$ cat src/rtl/lift_pkg.sv
package lift_pkg;
  localparam int NUM_FLOORS = 2;
  localparam int DIR_W      = $clog2(NUM_FLOORS);
  typedef enum logic [DIR_W-1:0] {
    DIR_DOWN = 1'b0,
    DIR_UP   = 1'b1
  } dir_e;
endpackage

$ cat src/rtl/motor_latch.sv
module motor_latch (
  input  logic clk,
  input  logic rst,
  input  logic set_i,
  input  logic clr_i,
  output logic q_o,
  output logic nxt_o
);
  always_comb begin
    nxt_o = q_o;
    if (set_i) nxt_o = 1'b1;
    if (clr_i) nxt_o = 1'b0;
  end

  always_ff @(posedge clk) begin
    if (rst) q_o <= 1'b0;
    else     q_o <= nxt_o;
  end
endmodule

$ cat src/rtl/release_gate.sv
module release_gate (
  input  logic clk,
  input  logic rst,
  input  logic armed_i,
  input  logic key_i,
  output logic drive_o
);
  always_ff @(posedge clk) begin
    if (rst) drive_o <= 1'b0;
    else     drive_o <= armed_i & ~key_i;
  end
endmodule

$ cat src/rtl/lift2_ctrl.sv
module lift2_ctrl (
  input  logic clk,
  input  logic rst,
  input  logic at_ground,
  input  logic at_first,
  input  logic call_ground,
  input  logic call_first,
  output logic motor_up,
  output logic motor_down
);
  import lift_pkg::*;

  logic [NUM_FLOORS-1:0] sensor;
  logic [NUM_FLOORS-1:0] key;
  logic [NUM_FLOORS-1:0] arm_q;
  logic [NUM_FLOORS-1:0] arm_nx;
  logic [NUM_FLOORS-1:0] drive;

  assign sensor = {at_first, at_ground};
  assign key    = {call_first, call_ground};

  // index d: direction whose destination floor is d (0 = down, 1 = up)
  for (genvar d = 0; d < NUM_FLOORS; d++) begin : g_dir
    localparam int TGT = d;
    localparam int ORG = NUM_FLOORS - 1 - d;
    logic set_c, clr_c;
    assign set_c = key[TGT] & sensor[ORG] & ~arm_q[ORG];
    assign clr_c = sensor[TGT];

    motor_latch u_latch (
      .clk   (clk),
      .rst   (rst),
      .set_i (set_c),
      .clr_i (clr_c),
      .q_o   (arm_q[d]),
      .nxt_o (arm_nx[d])
    );

    release_gate u_gate (
      .clk     (clk),
      .rst     (rst),
      .armed_i (arm_nx[d]),
      .key_i   (key[TGT]),
      .drive_o (drive[d])
    );
  end

  assign motor_up   = drive[DIR_UP];
  assign motor_down = drive[DIR_DOWN];

  // never both directions
  a_r6_exclusive: assert property (@(posedge clk) disable iff (rst)
    !(motor_up && motor_down));
  // reset clears outputs
  a_r1_reset_clears: assert property (@(posedge clk)
    rst |=> (!motor_up && !motor_down));
  // held up key masks the motor
  a_r2_held_masks: assert property (@(posedge clk) disable iff (rst)
    call_first |=> !motor_up);
  // arrival at first floor stops upward travel
  a_r3_stop_up: assert property (@(posedge clk) disable iff (rst)
    at_first |=> !motor_up);
  // arrival at ground stops downward travel
  a_r4_stop_down: assert property (@(posedge clk) disable iff (rst)
    at_ground |=> !motor_down);
  // the two direction registers never both set
  a_r6_latch_interlock: assert property (@(posedge clk) disable iff (rst)
    !(arm_q[0] && arm_q[1]));
endmodule

$ cat config.mk
export PLATFORM = sky130hd
export DESIGN_NAME = lift2_ctrl
export DESIGN_NICKNAME = d
export VERILOG_FILES = /design/src/rtl/lift_pkg.sv /design/src/rtl/motor_latch.sv /design/src/rtl/release_gate.sv /design/src/rtl/lift2_ctrl.sv
export SDC_FILE = /design/constraint.sdc
export NUM_CORES = 1
export LEC_CHECK = 0
export BUFFER_PORTS_ARGS = -buffer_cell sky130_fd_sc_hd__buf_2
export CAP_MARGIN = 25
export CORE_AREA = 4 4 41 43
export DETAILED_ROUTE_END_ITERATION = 8
export DIE_AREA = 0 0 45 47
export GPL_ROUTABILITY_DRIVEN = 0
export PLACE_DENSITY = 0.3
export SYNTH_ARGS = -nofsm -noshare
export SYNTH_HDL_FRONTEND = slang
export SYNTH_HIERARCHICAL = 1
export SYNTH_SLANG_ARGS = --single-unit
$ cat constraint.sdc
create_clock -name clk -period 0.9 [get_ports clk]
set_input_delay 0.135 -clock clk [delete_from_list [all_inputs] [get_ports clk]]
set_output_delay 0.135 -clock clk [all_outputs]
set_load 0.05 [all_outputs]
# Word level (Yosys, flattened, before mapping)
# Cells that the tools add are included.
# W data, S select, Z words.
[classes]
n_bitwise = 10
muxes = 4
[ops]
columns = ["op", "n"]
rows = [
  ["$and A1 B1 Y1", 6],
  ["$mux W1", 4],
  ["$not A1 Y1", 4],
]
[totals]
reg_bits = 4
word_cells = 18
inputBits = 6

# Depth between registers and ports, before layout
# Gate-level depths: netlist of the first run.
[logic_depth]
ltp_word = 5
mapped_depth = 4
depth_no_buf = 4

# Modules after synthesis
# Netlist of the first run, hierarchy kept.
[by_module_without_submodules]
columns = ["mod", "seq_area_each_um2", "instances", "area_each_um2", "cells_per_inst"]
rows = [
  ["motor_latch", 20.0, 2, 40.0, 4],
  ["release_gate", 20.0, 2, 32.5, 2],
  ["lift2_ctrl", 0.0, 1, 17.5, 2],
]

# Least setup slack after synthesis of the first run
# Ideal clock, no wire load.
[synth_path]
path_type = "register to register"
start = "register g_dir[1].u_latch.q_o"
end = "register g_dir[0].u_gate.drive_o"
path_buffers = 0
t_required_ns = 0.785
stages_incl_launch_ff = 5
path_slack_ns = -0.004
period_less_slack_ns = 0.904
arrival_ns = 0.788
cell_sequence = "dfxtp_1 and3b_1 nor2_2 nor2_1 nor3b_2"
[synth_via]
elab_chain_len = 5
[synth_lines]
columns = ["item", "line", "source"]
rows = [
  ["start, declared", "motor_latch.sv:6", "output logic q_o,"],
  ["start signal, assigned", "motor_latch.sv:17", "else q_o <= nxt_o;"],
  ["$not A1 Y1", "lift2_ctrl.sv:27", "assign set_c = key[TGT] & sensor[ORG] & ~arm_q[ORG];"],
  ["$and A1 B1 Y1", "lift2_ctrl.sv:27", ""],
  ["net g_dir[0].set_c", "lift2_ctrl.sv:26", "logic set_c, clr_c;"],
  ["$mux W1", "motor_latch.sv:11", "if (set_i) nxt_o = 1'b1;"],
  ["$mux W1", "motor_latch.sv:12", "if (clr_i) nxt_o = 1'b0;"],
  ["net arm_nx[0]", "lift2_ctrl.sv:16", "logic [NUM_FLOORS-1:0] arm_nx;"],
  ["$and A1 B1 Y1", "release_gate.sv:10", "else drive_o <= armed_i & ~key_i;"],
  ["end signal, assigned", "release_gate.sv:10", ""],
  ["end, declared", "release_gate.sv:6", "output logic drive_o"],
]
# The timed path passes the listed nets, and every way through them passes these cells.
# A chain may end at the register's enable or synchronous reset.

# Worst setup path after layout of the first run
[layout_path]
start = "register g_dir[0].u_latch.q_o"
end = "register g_dir[1].u_gate.drive_o"
[layout_via]
elab_chain_len = 5
[layout_lines]
columns = ["item", "line"]
rows = [
  ["start, declared", "motor_latch.sv:6"],
  ["start signal, assigned", "motor_latch.sv:17"],
  ["$not A1 Y1", "lift2_ctrl.sv:27"],
  ["$and A1 B1 Y1", "lift2_ctrl.sv:27"],
  ["net g_dir[1].set_c", "lift2_ctrl.sv:26"],
  ["$mux W1", "motor_latch.sv:11"],
  ["$mux W1", "motor_latch.sv:12"],
  ["net arm_nx[1]", "lift2_ctrl.sv:16"],
  ["$and A1 B1 Y1", "release_gate.sv:10"],
  ["end signal, assigned", "release_gate.sv:10"],
  ["end, declared", "release_gate.sv:6"],
]
# The timed path passes the listed nets, and every way through them passes these cells.

==> summary.md, run 1 <==
| Metric | Value |
|---|---|
| Clock tree from TritonCTS | `done` |
| Peak supply drop | `0.726 mV` |
| Setup crit start | `g_dir[0].u_latch/q_o` |
| Buffer and inverter count on the worst path | `0` |
| Longest individual stage delay on the worst path | `0.31 ns` |
| Pin count of the biggest net entering global routing | `5` |
| Crit share post-route | `between 90% and 100%` |
| Residual antenna-violating net count after detailed routing | `0` |
| Post-route minimum period | `~0.9 ns` |
| Slowest library cell on the worst path | `sky130_fd_sc_hd__dfxtp_2` |
| Flip-flop and latch count after synthesis | `4` |
| Main flop type after synthesis | `sky130_fd_sc_hd__dfxtp_1` |
| Number of violations of the max-capacitance limit | `0` |
| Synthesis-to-finish area growth | `70.0%` |
| Main combinational cell family by area after synthesis | `simple AND/OR/NAND/NOR gates` |
| Leading cell types by total area after synthesis | `sky130_fd_sc_hd__dfxtp_1 49%, sky130_fd_sc_hd__nor3b_2 15%, sky130_fd_sc_hd__nor3_2 12%, sky130_fd_sc_hd__and3b_1 11%, sky130_fd_sc_hd__nor2_2 7.7%` |
| Critical setup path kind | `flip-flop to flip-flop` |
| Total routed wirelength | `about 400 µm` |
| Part of the Yosys area used for sequential elements | `49.2%` |
| Run status | `complete, no violations` |
| Post-Synthesis Mean Instance Area | `around 12 µm²` |
| Proportion of netlist area held by the largest area contributor | `49.2%` |
| Number of vias in the routed layout | `152` |
| Final Max Slew Viols | `0` |
| Largest delay contributor family on the critical path | `simple AND/OR/NAND/NOR gates` |
| Share of post-route cells with drive strength above 1 | `78.6%` |
| ANT cells | `0` |
| Initial core utilization | `12.5%` |
| Final-stage net count | `36` |
| Remaining max-slew budget at the tightest pin | `90.4%` |
| Endpoint type of the worst setup path | `flip-flop` |
| Sum of negative setup slack | `0 ns` |
| Maximum frequency from static timing analysis | `1130 MHz` |
| First-pass GRT wire length | `approximately 640 µm` |
| Cell type with the highest aggregate area in the netlist | `sky130_fd_sc_hd__dfxtp_1` |
| Worst setup SP type | `flip-flop` |
| Data required, critical path | `slightly above 1 ns` |
| Count of standard-cell rows | `13` |
| Arrival time reported for the critical path endpoint | `between 1 and 1.5 ns` |
| Cell leakage power | `0.126 nW` |
| Mux contribution to synthesized area | `0%` |
| Share of flip-flops with an asynchronous set or reset after synthesis | `0%` |
| Depth of the CTS H-tree | `1` |
| Post-synthesis cell area | `163 µm²` |
| Number of DRC violations after detailed-routing iteration 0 | `1` |
| Number of hold-slack violations in the final timing report | `0` |
| DRC violation count after routing | `0` |
| Reg-to-reg startpoint | `g_dir[0].u_latch/q_o` |
| Clk root buf | `sky130_fd_sc_hd__clkbuf_4` |
| Worst Min Path Start | `call_ground` |
| Area of the die | `2120 µm²` |
| Height of the die | `around 47 µm` |
| Global-route total usage across every layer | `5.06%` |
| Clock net sink count | `4` |
| Worst-case setup slack after placement | `-0.00447 ns` |
| Average wire per cell in the routed design | `around 9.2 µm` |
| Worst-path cell chain | `and3b_1 > nor2_2 > nor2_1 > nor3b_2` |
| Total power divided by cell area | `1700 nW/µm²` |
| Final WS setup | `0.0128 ns` |
| Clock tree skew after final layout | `0.00307 ns` |
| Number of buffers inserted for hold repair after clock tree synthesis | `0` |
| Via density | `3.53` |
| Overall die width | `45 µm` |
| Net Count, Synth | `20` |
| Count of unique library cells instantiated by Yosys | `6` |
| Syn Inst Count | `14` |
| Post-Synth Simple-Gate Area | `50.8%` |
| First-pass detailed-route iteration total | `2` |
| Unrepaired setup endpoints after global routing | `yes` |
| Number of buffers between clock root and the deepest sink | `2` |
| Worst Max-Slew Pin Slew | `0.146 ns` |
| Number of inserted filler cells in the final layout | `150` |
| Adder and majority gate portion of the synthesized area | `0%` |
| Synthesized-area fraction occupied by ao, oa, aoi and oai cells | `0%` |
| Clock transition at the register clock pins on the worst setup and hold paths after CTS | `0.04 ns` |
| Number of warnings reported in the yosys synthesis log | `6` |
| Worst hold slack | `approximately 0.075 ns` |
| Leading cell type by number of instances after synthesis | `sky130_fd_sc_hd__dfxtp_1` |
| Number of endpoints failing setup at the final stage | `0` |
| Type of the worst min-delay path | `primary input to flip-flop` |
| Input/output buffers | `7` |
| Clk Latency, worst-skew pair | `between 0.2 and 0.25 ns` |
| Initial antenna violation count | `0` |
| XOR/XNOR share of the synthesized area | `0%` |
| Core Footprint | `1300 µm²` |
| Overflow left after global routing | `0` |
| Vias in the first global route | `170` |
| Number of flops mapped to enable cells by yosys | `0` |
| Number of I/O pins | `8` |
| Clock buffer count from CTS | `3` |
| Worst Path Max Fanout | `2` |
==> path summary, 6_finish.rpt <==
kind / depth (start not counted) / to / slack (ns)
worst max-delay path: 4 / g_dir[1].u_gate/drive_o / 0.01
worst min-delay path: 2 / g_dir[0].u_gate/drive_o / 0.08
worst max register to register: 4 / g_dir[1].u_gate/drive_o / 0.01
worst min register to register: 4 / g_dir[1].u_latch/q_o / 0.69
==> worst register-to-register path: stages (launching register included) <==
cell and delay, ns:
sky130_fd_sc_hd__dfxtp_2 0.31, sky130_fd_sc_hd__and3b_1 0.18, sky130_fd_sc_hd__nor2_2 0.10, sky130_fd_sc_hd__nor2_1 0.05, sky130_fd_sc_hd__nor3b_2 0.14
==> placed cells by master (no fill, tap or decap) <==
master	n
sky130_fd_sc_hd__dfxtp_1	2
sky130_fd_sc_hd__nor2_2	2
sky130_fd_sc_hd__clkbuf_4	3
sky130_fd_sc_hd__buf_4	6
sky130_fd_sc_hd__buf_2	5
sky130_fd_sc_hd__nor3b_2	2
sky130_fd_sc_hd__and3b_1	2
sky130_fd_sc_hd__dfxtp_2	2
sky130_fd_sc_hd__nor2_1	2
sky130_fd_sc_hd__nor3_2	2
==> routing by layer <==
metal / vias up / wire (µm) / GRT usage [%]
met1: 66 / 155 / 3.86
met4: 0 / 0 / 1.75
met3: 0 / 60 / 6.90
li1: 78 / - / -
met5: - / 0 / 0
met2: 8 / 181 / 7.34
==> registers in the layout (all words and copies together) (netlist names) <==
signal	count
g_dir.u_gate/drive_o	2
g_dir.u_latch/q_o	2
==> metrics by stage <==
stage / std cells / power, W / utilization (%) / area, µm²
after floorplan: 14 / 0.000213 / - / 163
after global placement: 39 / 0.000249 / 18.4 / 239
after detailed placement: 39 / 0.000249 / 18.4 / 239
after CTS: 43 / 0.000481 / 21.2 / 275
after global routing: 43 / 0.000509 / 21.3 / 277
final: 43 / 0.000471 / 21.3 / 277
==> report_power, final <==
group	leakage [nW]	internal (W)	switching [W]	total [W]
registers	0.0334	0.000184	0.00000208	0.000186
logic	0.0786	0.0000331	0.0000310	0.0000642
clock network	0.0138	0.000149	0.0000719	0.000221
==> cell families after synthesis <==
logic type,count (synthesis)
simple gates,10
flops,4
==> final cells by class <==
class                           instances  area (µm²)  area share, %
Clock buffer                            3        22.5           8.14
Multi-Input combinational cell         10        82.6           29.9
Sequential cell                         4        82.6           29.9
Tap cell                               15        18.8           6.79
Timing Repair Buffer                   11        70.1           25.3
==> what timing repair did <==
action	in CTS	in global routing
buffers inserted	1	0
resized for setup	3	1
pin swaps	1	2
setup endpoints to repair	3	3
Note: power is estimated with default switching activity, not from simulation.
==> inputs of run 2 (changes only) <==
--- a/config.mk
+++ b/config.mk
@@ -11,8 +11,8 @@
 export DETAILED_ROUTE_END_ITERATION = 8
 export DIE_AREA = 0 0 45 47
 export GPL_ROUTABILITY_DRIVEN = 0
+export HOLD_SLACK_MARGIN = 0.06
 export PLACE_DENSITY = 0.3
 export SYNTH_ARGS = -nofsm -noshare
 export SYNTH_HDL_FRONTEND = slang
-export SYNTH_HIERARCHICAL = 1
 export SYNTH_SLANG_ARGS = --single-unit
==> constraint.sdc (replaced) <==
create_clock -name clk -period 0.8 [get_ports clk]
set_input_delay 0.12 -clock clk [delete_from_list [all_inputs] [get_ports clk]]
set_output_delay 0.12 -clock clk [all_outputs]
set_load 0.05 [all_outputs]
==> run 2 against run 1 <==
The run now ends with setup timing left. Critical path depth fell by 3. Sequential share of layout area rose by 4.7 points. Highest routed layer unchanged. Clock skew fell by 0.0024 ns. Critical path type is now flip-flop to output port. Wire length fell by 13%. Largest power group unchanged. Combinational power fell by 42%. Clock-buffer cell count did not move.
==> summary.md, run 2 <==
| Metric | Value |
|---|---|
| Proportion of netlist area held by the largest area contributor | `61.5% (+12 points)` |
| Vias in the first global route | `156 (-8.2%)` |
| Setup crit end | `motor_up` |
| Longest individual stage delay on the worst path | `0.32 ns (about the same)` |
| Total power divided by cell area | `2060 nW/µm² (+21%)` |
| Mux contribution to synthesized area | `0% (unchanged)` |
| Worst Path Max Fanout | `1 (-1)` |
| Maximum frequency from static timing analysis | `approximately 1200 MHz` |
| Share of post-route cells with drive strength above 1 | `63.6% (-15 points)` |
| Global-route total usage across every layer | `4.97% (-0.083 points)` |
| Number of hold-slack violations in the final timing report | `0 (unchanged)` |
| Number of buffers between clock root and the deepest sink | `2 (unchanged)` |
| Worst-case setup slack after placement | `0.0192 ns (+0.0237 ns)` |
| Clock tree from TritonCTS | `done` |
| Main flop type after synthesis | `sky130_fd_sc_hd__dfxtp_1` |
| Syn Inst Count | `12 (-2)` |
| Unrepaired setup endpoints after global routing | `yes` |
| Data required, critical path | `0.68 ns (-0.35 ns)` |
| Number of DRC violations after detailed-routing iteration 0 | `0 (-1)` |
| Most used cells in the layout excluding fill and tap cells | `5 x sky130_fd_sc_hd__buf_2, 3 x sky130_fd_sc_hd__clkbuf_4` |
| Net Count, Synth | `18 (-10%)` |
| Post-Synth Simple-Gate Area | `21.2% (-30 points)` |
| Worst r2r dst | `g_dir[0].u_latch.q_o` |
| Clock net sink count | `4 (unchanged)` |
| Clk Latency, worst-skew pair | `0.23 ns (about the same)` |
| Critical setup path kind | `flip-flop to output port` |
| Number of I/O pins | `8 (unchanged)` |
| Clock buffer count from CTS | `3 (unchanged)` |
| Endpoint type of the worst setup path | `output port` |
| Commonest non-fill, non-tap cell in the layout | `sky130_fd_sc_hd__buf_2` |
| Clock transition at the register clock pins on the worst setup and hold paths after CTS | `0.04 ns (about the same)` |
| Remaining max-slew budget at the tightest pin | `84.8% (-5.5 points)` |
| Run status | `finished, violations left` |
| Part of the Yosys area used for sequential elements | `61.5% (+12 points)` |
| Height of the die | `47 µm (unchanged)` |
| Overall die width | `45 µm (unchanged)` |
| Leading cell type by number of instances after synthesis | `sky130_fd_sc_hd__dfxtp_1` |
| Post-route minimum period | `0.813 ns` |
| Buffer and inverter count on the worst path | `1 (+1)` |
| ANT cells | `0 (unchanged)` |
| Type of the worst min-delay path | `primary input to flip-flop` |
| Number of flops mapped to enable cells by yosys | `0 (unchanged)` |
| Half-perimeter wire length after placement | `273 µm` |
| Clock tree skew after final layout | `0.000650 ns (-0.00242 ns)` |
| Cell type with the highest aggregate area in the netlist | `sky130_fd_sc_hd__dfxtp_1` |
| Count of standard-cell rows | `13 (unchanged)` |
| Share of flip-flops with an asynchronous set or reset after synthesis | `0% (unchanged)` |
| Number of vias in the routed layout | `125 (-18%)` |
| Crit share post-route | `102%` |
| DRC violation count after routing | `0 (unchanged)` |
| First-pass GRT wire length | `627 µm (-2.2%)` |
| Number of violations of the max-capacitance limit | `0 (unchanged)` |
| Residual antenna-violating net count after detailed routing | `0 (unchanged)` |
| Arrival time reported for the critical path endpoint | `0.69 ns (-0.32 ns)` |
| Synthesized-area fraction occupied by ao, oa, aoi and oai cells | `11.5% (+12 points)` |
| Post-layout instance area | `239 µm² (-14%)` |
| Input/output buffers | `7 (unchanged)` |
| Internal reg-to-reg setup slack | `0.07 ns (+0.06 ns)` |
| Share of the core filled with cells | `18.4% (-2.9 points)` |
| Setup crit start | `g_dir[1].u_gate.drive_o` |
| Overflow left after global routing | `0 (unchanged)` |
| Worst Max-Slew Pin Slew | `0.226 ns (+0.0799 ns)` |
| Reg-to-reg startpoint | `g_dir[1].u_latch.q_o` |
| Worst setup SP type | `flip-flop` |
| Post-Place Cells | `34 (-13%)` |
| Worst-path cell chain | `buf_8` |
| Cell leakage power | `0.0907 nW (-28%)` |
| Reg2reg path depth | `2 (-2)` |
| Post-Synthesis Mean Instance Area | `10.8 µm² (-6.7%)` |
| Adder and majority gate portion of the synthesized area | `0% (unchanged)` |
| Number of endpoints failing setup at the final stage | `2 (+2)` |
| Final-stage net count | `30 (-17%)` |
| Total routed wirelength | `346 µm (-13%)` |
| Count of unique library cells instantiated by Yosys | `5 (-1)` |
| Flip-flop and latch count after synthesis | `4 (unchanged)` |
| Via density | `3.38 (-4.4%)` |
| Clk root buf | `sky130_fd_sc_hd__clkbuf_4` |
| Main combinational cell family by area after synthesis | `simple AND/OR/NAND/NOR gates` |
| XOR/XNOR share of the synthesized area | `0% (unchanged)` |
| Final Max Slew Viols | `0 (unchanged)` |
| Post-synthesis cell area | `130 µm² (-20%)` |
| Pin count of the biggest net entering global routing | `5 (unchanged)` |
| Initial antenna violation count | `0 (unchanged)` |
| Peak supply drop | `0.481 mV (-34%)` |
| Violations in the final reports | `setup timing` |
| Number of stages on the worst setup path | `1 (-3)` |
| Largest delay contributor family on the critical path | `flip-flops` |
| Finished Layout Cells | `37 (-14%)` |
| Core Footprint | `1300 µm² (unchanged)` |
| Final WS setup | `-0.0125 ns (-0.0253 ns)` |
| First-pass detailed-route iteration total | `1 (-1)` |
| Ranking of synthesized cells by instance count | `4 x sky130_fd_sc_hd__dfxtp_1, 2 x sky130_fd_sc_hd__a211oi_1, 2 x sky130_fd_sc_hd__inv_1, 2 x sky130_fd_sc_hd__nand3b_1, 2 x sky130_fd_sc_hd__nor4_1` |
| Depth of the CTS H-tree | `1 (unchanged)` |
| Placed Area | `184 µm² (-23%)` |
| Synthesis-to-finish area growth | `83.7%` |
| Number of warnings reported in the yosys synthesis log | `0 (-6)` |
| Average wire per cell in the routed design | `9.35 µm (+1.5%)` |
| Largest regs | `g_dir.u_gate.drive_o x2, g_dir.u_latch.q_o x2` |
| Initial core utilization | `10.0% (-2.5 points)` |
| Area of the die | `2120 µm² (unchanged)` |
| Leading cell types by total area after synthesis | `sky130_fd_sc_hd__dfxtp_1 62%, sky130_fd_sc_hd__a211oi_1 12%, sky130_fd_sc_hd__nand3b_1 12%, sky130_fd_sc_hd__nor4_1 9.6%, sky130_fd_sc_hd__inv_1 5.8%` |
| Slowest library cell on the worst path | `sky130_fd_sc_hd__dfxtp_2` |
## run 2: changes by cell type after synthesis
| cell | previous run | this run |
|---|---|---|
| sky130_fd_sc_hd__nand3b_1 | 0 | 2 |
| sky130_fd_sc_hd__inv_1 | 0 | 2 |
| sky130_fd_sc_hd__a211oi_1 | 0 | 2 |
| sky130_fd_sc_hd__nor2_1 | 2 | 0 |
| sky130_fd_sc_hd__nor4_1 | 0 | 2 |
| sky130_fd_sc_hd__nor3_2 | 2 | 0 |
| sky130_fd_sc_hd__and3b_1 | 2 | 0 |
| sky130_fd_sc_hd__nor2_2 | 2 | 0 |
| sky130_fd_sc_hd__nor3b_2 | 2 | 0 |
## run 2: power breakdown
part / internal, W / switching (W) / total, W
registers: 0.000205 / 0.00000261 / 0.000208
clock network: 0.000168 / 0.0000795 / 0.000247
logic: 0.0000173 / 0.0000197 / 0.0000370
total: 0.000390 / 0.000102 / 0.000492
## run 2: cell type report
class / count / area [µm²]
fill: 149 / 1060
sequential: 4 / 82.6
timing repair buffer: 7 / 55.1
multi-input combinational: 6 / 52.6
clock buffer: 3 / 22.5
tap: 15 / 18.8
inverter: 2 / 7.51
## run 2: timing repair
item	CTS	global route
buffers inserted	0	0
hold endpoints to repair	2	1
pin swaps	0	2
gates resized for setup	7	3
setup endpoints to repair	2	4
## run 2: kinds of logic after synthesis
group / Yosys count
AOI/OAI and AO/OA: 2
and+or+nand+nor: 4
DFF: 4
buffers and inverters: 2
## run 2: how the worst min path moves through the flow
stage	start	end	cells after the start
floorplan	rst	g_dir[0].u_latch.q_o	1
global placement	call_ground	g_dir[0].u_gate.drive_o	2
detailed placement	call_ground	g_dir[0].u_gate.drive_o	2
CTS	call_ground	g_dir[0].u_gate.drive_o	2
global route	call_ground	g_dir[0].u_gate.drive_o	2
finish	call_ground	g_dir[0].u_gate.drive_o	2
## run 2: stage by stage
| stage | TNS (ns) | total power [W] | hold WS (ns) |
|---|---|---|---|
| global route | -0.0882 | 0.000530 | 0.0561 |
| floorplan | 0 | 0.000220 | 0.193 |
| global placement | 0 | 0.000240 | 0.310 |
| finish | -0.0240 | 0.000492 | 0.0607 |
| detailed placement | 0 | 0.000241 | 0.303 |
| CTS | -0.0516 | 0.000504 | 0.0468 |
## run 2: routing by layer
metal  wire, µm  vias up  global-route usage (%)
met5          0        -                       0
met4          0        0                    8.77
met3         33        0                    2.30
met2        156        7                    6.21
met1        156       54                    4.54
li1           -       64                       -
==> inputs of run 3 (changes only) <==
--- a/config.mk
+++ b/config.mk
@@ -5,6 +5,7 @@
 export SDC_FILE = /design/constraint.sdc
 export NUM_CORES = 1
 export LEC_CHECK = 0
+export ABC_AREA = 1
 export BUFFER_PORTS_ARGS = -buffer_cell sky130_fd_sc_hd__buf_2
 export CAP_MARGIN = 25
 export CORE_AREA = 4 4 41 43
==> run 3 against run 2 <==
The flow still finishes with violations (setup timing). Critical path depth unchanged. Non-clock buffer count up 2. Worst setup slack better by 0.00062 ns. Global-route usage down 1.0 points. Clock skew up 0.00088 ns. Combinational power up 38%. Hold slack better by 0.094 ns. Core utilization up 0.87 points. Via count up 14%. Highest routed layer unchanged. Cell count up 22%. Clock power down 3%.
==> summary.md, run 3 <==
| Metric | Value |
|---|---|
| Post-route minimum period | `0.812 ns (-0.000623 ns)` |
| Post-CTS setup buffer count | `0 (unchanged)` |
| Sequential Power Share | `41.9% (-0.3 points)` |
| Most used cells in the layout excluding fill and tap cells | `5 x sky130_fd_sc_hd__buf_2, 4 x sky130_fd_sc_hd__inv_1, 4 x sky130_fd_sc_hd__nand2_1, 4 x sky130_fd_sc_hd__nor2_1, 3 x sky130_fd_sc_hd__clkbuf_4` |
| Share of flip-flops with an asynchronous set or reset after synthesis | `0% (unchanged)` |
| Commonest non-fill, non-tap cell in the layout | `sky130_fd_sc_hd__buf_2` |
| Ranking of synthesized cells by instance count | `4 x sky130_fd_sc_hd__dfxtp_1, 4 x sky130_fd_sc_hd__inv_1, 4 x sky130_fd_sc_hd__nand2_1, 4 x sky130_fd_sc_hd__nor2_1, 2 x sky130_fd_sc_hd__nand3_1` |
| Multi-input logic area | `40.0 µm² (-24%)` |
| Number of flops mapped to enable cells by yosys | `0 (unchanged)` |
| Critical setup path kind | `flip-flop to output port` |
| Longest individual stage delay on the worst path | `0.32 ns (about the same)` |
| Worst hold slack | `0.155 ns (+0.0945 ns)` |
| Worst r2r dst | `g_dir[1].u_gate.drive_o` |
| Final WS setup | `-0.0119 ns (+0.000623 ns)` |
| Total power divided by cell area | `1990 nW/µm² (-3.1%)` |
| Count of standard-cell rows | `13 (unchanged)` |
| Initial antenna violation count | `0 (unchanged)` |
| Proportion of netlist area held by the largest area contributor | `59.3% (-2.3 points)` |
| Clock buffer count from CTS | `3 (unchanged)` |
| Number of warnings reported in the yosys synthesis log | `0 (unchanged)` |
| Number of hold-slack violations in the final timing report | `0 (unchanged)` |
| First-pass GRT wire length | `496 µm (-21%)` |
| Number of endpoints failing setup at the final stage | `2 (unchanged)` |
| Sw frac | `19.8% (-0.91 points)` |
| Share of post-route cells with drive strength above 1 | `40.0% (-24 points)` |
| Flip-flop and latch count after synthesis | `4 (unchanged)` |
| Endpoint of the worst hold-timing path | `g_dir[0].u_gate.drive_o` |
| Largest delay contributor family on the critical path | `flip-flops` |
| Final Max Slew Viols | `0 (unchanged)` |
| Pin count of the biggest net entering global routing | `3 (-2)` |
| Switching power | `0.0000988 W (-3.0%)` |
| Reg2reg path depth | `5 (+3)` |
| Number of vias in the routed layout | `142 (+14%)` |
| Arrival time reported for the critical path endpoint | `0.69 ns (about the same)` |
| Average wire per cell in the routed design | `7.07 µm (-24%)` |
| Run status | `finished, violations left` |
| DRC violation count after routing | `0 (unchanged)` |
| Main flop type after synthesis | `sky130_fd_sc_hd__dfxtp_1` |
| Violations in the final reports | `setup timing` |
| Clk root buf | `sky130_fd_sc_hd__clkbuf_4` |
| Cell leakage power | `0.135 nW (+49%)` |
| Syn Inst Count | `18 (+6)` |
| Worst setup SP type | `flip-flop` |
| Input/output buffers | `7 (unchanged)` |
| Slowest library cell on the worst path | `sky130_fd_sc_hd__dfxtp_2` |
| Overall die width | `45 µm (unchanged)` |
| Worst Path Max Fanout | `1 (unchanged)` |
| Number of buffers between clock root and the deepest sink | `2 (unchanged)` |
| Combinational fraction of design power | `10.2% (+2.7 points)` |
| Post-Place Cells | `40 (+18%)` |
| Reg-to-reg startpoint | `g_dir[0].u_latch.q_o` |
| Final-stage net count | `38 (+27%)` |
| Clock tree skew after final layout | `0.00153 ns (+0.000883 ns)` |
| Finished Layout Cells | `45 (+22%)` |
| Cell type with the highest aggregate area in the netlist | `sky130_fd_sc_hd__dfxtp_1` |
| Net Count, Synth | `24 (+6)` |
| Vias in the first global route | `124 (-21%)` |
| Maximum frequency from static timing analysis | `1230 MHz (about the same)` |
| Type of the worst min-delay path | `primary input to flip-flop` |
| Endpoint type of the worst setup path | `output port` |
| Buffer and inverter count on the worst path | `1 (unchanged)` |
| Peak supply drop | `0.960 mV (+100%)` |
| Synthesis-to-finish area growth | `85.2%` |
| Share of the core filled with cells | `19.2% (+0.87 points)` |
| Global-route total usage across every layer | `3.95% (-1.0 points)` |
| Internal reg-to-reg setup slack | `0.12 ns (+0.05 ns)` |
| Via density | `3.16 (-6.6%)` |
| Data required, critical path | `0.68 ns (about the same)` |
| Height of the die | `47 µm (unchanged)` |
| First-pass detailed-route iteration total | `3 (+2)` |
| Hold Path Depth | `4 (+2)` |
| Depth of the CTS H-tree | `1 (unchanged)` |
| Overflow left after global routing | `0 (unchanged)` |
| Clk Latency, worst-skew pair | `0.23 ns (about the same)` |
| Worst Min Path Start | `rst` |
| Area of the die | `2120 µm² (unchanged)` |
| Part of the Yosys area used for sequential elements | `59.3% (-2.3 points)` |
| Flip-flop and latch area | `82.6 µm² (unchanged)` |
| Core Footprint | `1300 µm² (unchanged)` |
| Clock transition at the register clock pins on the worst setup and hold paths after CTS | `0.04 ns (about the same)` |
| Total routed wirelength | `318 µm (-8.1%)` |
| Remaining max-slew budget at the tightest pin | `92.9% (+8.1 points)` |
| Residual antenna-violating net count after detailed routing | `0 (unchanged)` |
| Worst-case setup slack after placement | `0.120 ns (+0.101 ns)` |
| Sum of negative setup slack | `-0.0173 ns (+0.00679 ns)` |
| Clock net sink count | `4 (unchanged)` |
| ANT cells | `0 (unchanged)` |
| Worst Max-Slew Pin Slew | `0.107 ns (-0.118 ns)` |
| Worst-path cell chain | `buf_8` |
| Number of DRC violations after detailed-routing iteration 0 | `2 (+2)` |
| Clk pwr share | `47.9% (-2.4 points)` |
| Post-synthesis cell area | `135 µm² (+3.8%)` |
| Crit share post-route | `101% (about the same)` |
| Unrepaired setup endpoints after global routing | `yes` |
| Leading cell types by total area after synthesis | `sky130_fd_sc_hd__dfxtp_1 59%, sky130_fd_sc_hd__inv_1 11%, sky130_fd_sc_hd__nand2_1 11%, sky130_fd_sc_hd__nor2_1 11%, sky130_fd_sc_hd__nand3_1 7.4%` |
| Design internal power | `0.000400 W (+2.7%)` |
| Number of inserted filler cells in the final layout | `161 (+8.1%)` |
| Count of unique library cells instantiated by Yosys | `5 (unchanged)` |
| Initial core utilization | `10.4% (+0.38 points)` |
| Number of violations of the max-capacitance limit | `0 (unchanged)` |
| Post-Synthesis Mean Instance Area | `7.51 µm² (-31%)` |
| Number of I/O pins | `8 (unchanged)` |
| Clock tree from TritonCTS | `done` |
| Largest regs | `g_dir.u_gate.drive_o x2, g_dir.u_latch.q_o x2` |
[run 3: changes by cell type after synthesis, sizes merged]
cell and delta:
inv +2, nand3 +2, a211oi -2, nor4 -2, nor2 +4, nand3b -2, nand2 +4
[run 3: final cells by class]
type / instances / area share [%]
Timing Repair Buffer: 9 / 28.5
Sequential cell: 4 / 33.0
Tap cell: 15 / 7.50
Multi-Input combinational cell: 10 / 16.0
Clock buffer: 3 / 9.00
Inverter: 4 / 6.00
[run 3: logic make-up after synthesis]
group / Yosys count / synth area share [%]
DFF: 4 / 59.3
and+or+nand+nor: 10 / 29.6
buffers and inverters: 4 / 11.1
[run 3: worst max path at each step]
stage,endpoint,from,depth (start not counted),slack (ns)
after global routing,motor_up,g_dir[1].u_gate.drive_o,1,-0.05
after global placement,g_dir[1].u_gate.drive_o,g_dir[0].u_latch.q_o,5,0.13
after floorplan,motor_down,g_dir[0].u_gate.drive_o,0,0.09
after CTS,motor_up,g_dir[1].u_gate.drive_o,1,-0.02
after detailed placement,g_dir[1].u_gate.drive_o,g_dir[0].u_latch.q_o,5,0.12
final,motor_up,g_dir[1].u_gate.drive_o,1,-0.01
[run 3: power by group through the flow]
stage               Combinational [W]  Clock (W)  Sequential [W]
floorplan                   0.0000137          0        0.000218
global placement            0.0000401          0        0.000211
detailed placement          0.0000404          0        0.000211
CTS                         0.0000506   0.000253        0.000209
global route                0.0000560   0.000276        0.000209
finish                      0.0000511   0.000239        0.000209
[run 3: through the flow]
stage	cell area (µm²)	total power, W
4_1_cts	246	0.000512
5_1_grt	250	0.000542
6_report	250	0.000499
3_5_place_dp	189	0.000251
2_1_floorplan	135	0.000232
3_3_place_gp	189	0.000251
[run 3: per-layer routing]
layer | vias up | part of all wire [%] | GRT usage (%)
li1 | 76 | - | -
met1 | 59 | 43 | 3.19
met2 | 7 | 40 | 4.80
met3 | 0 | 16 | 6.13
met4 | 0 | 0 | 1.75
met5 | - | 0 | 0
[run 3: timing repair]
item,in CTS,in global routing
gates resized for setup,6,1
hold buffers,2,0
gates cloned,0,0
setup endpoints to repair,2,2
endpoints found under the hold margin,2,0
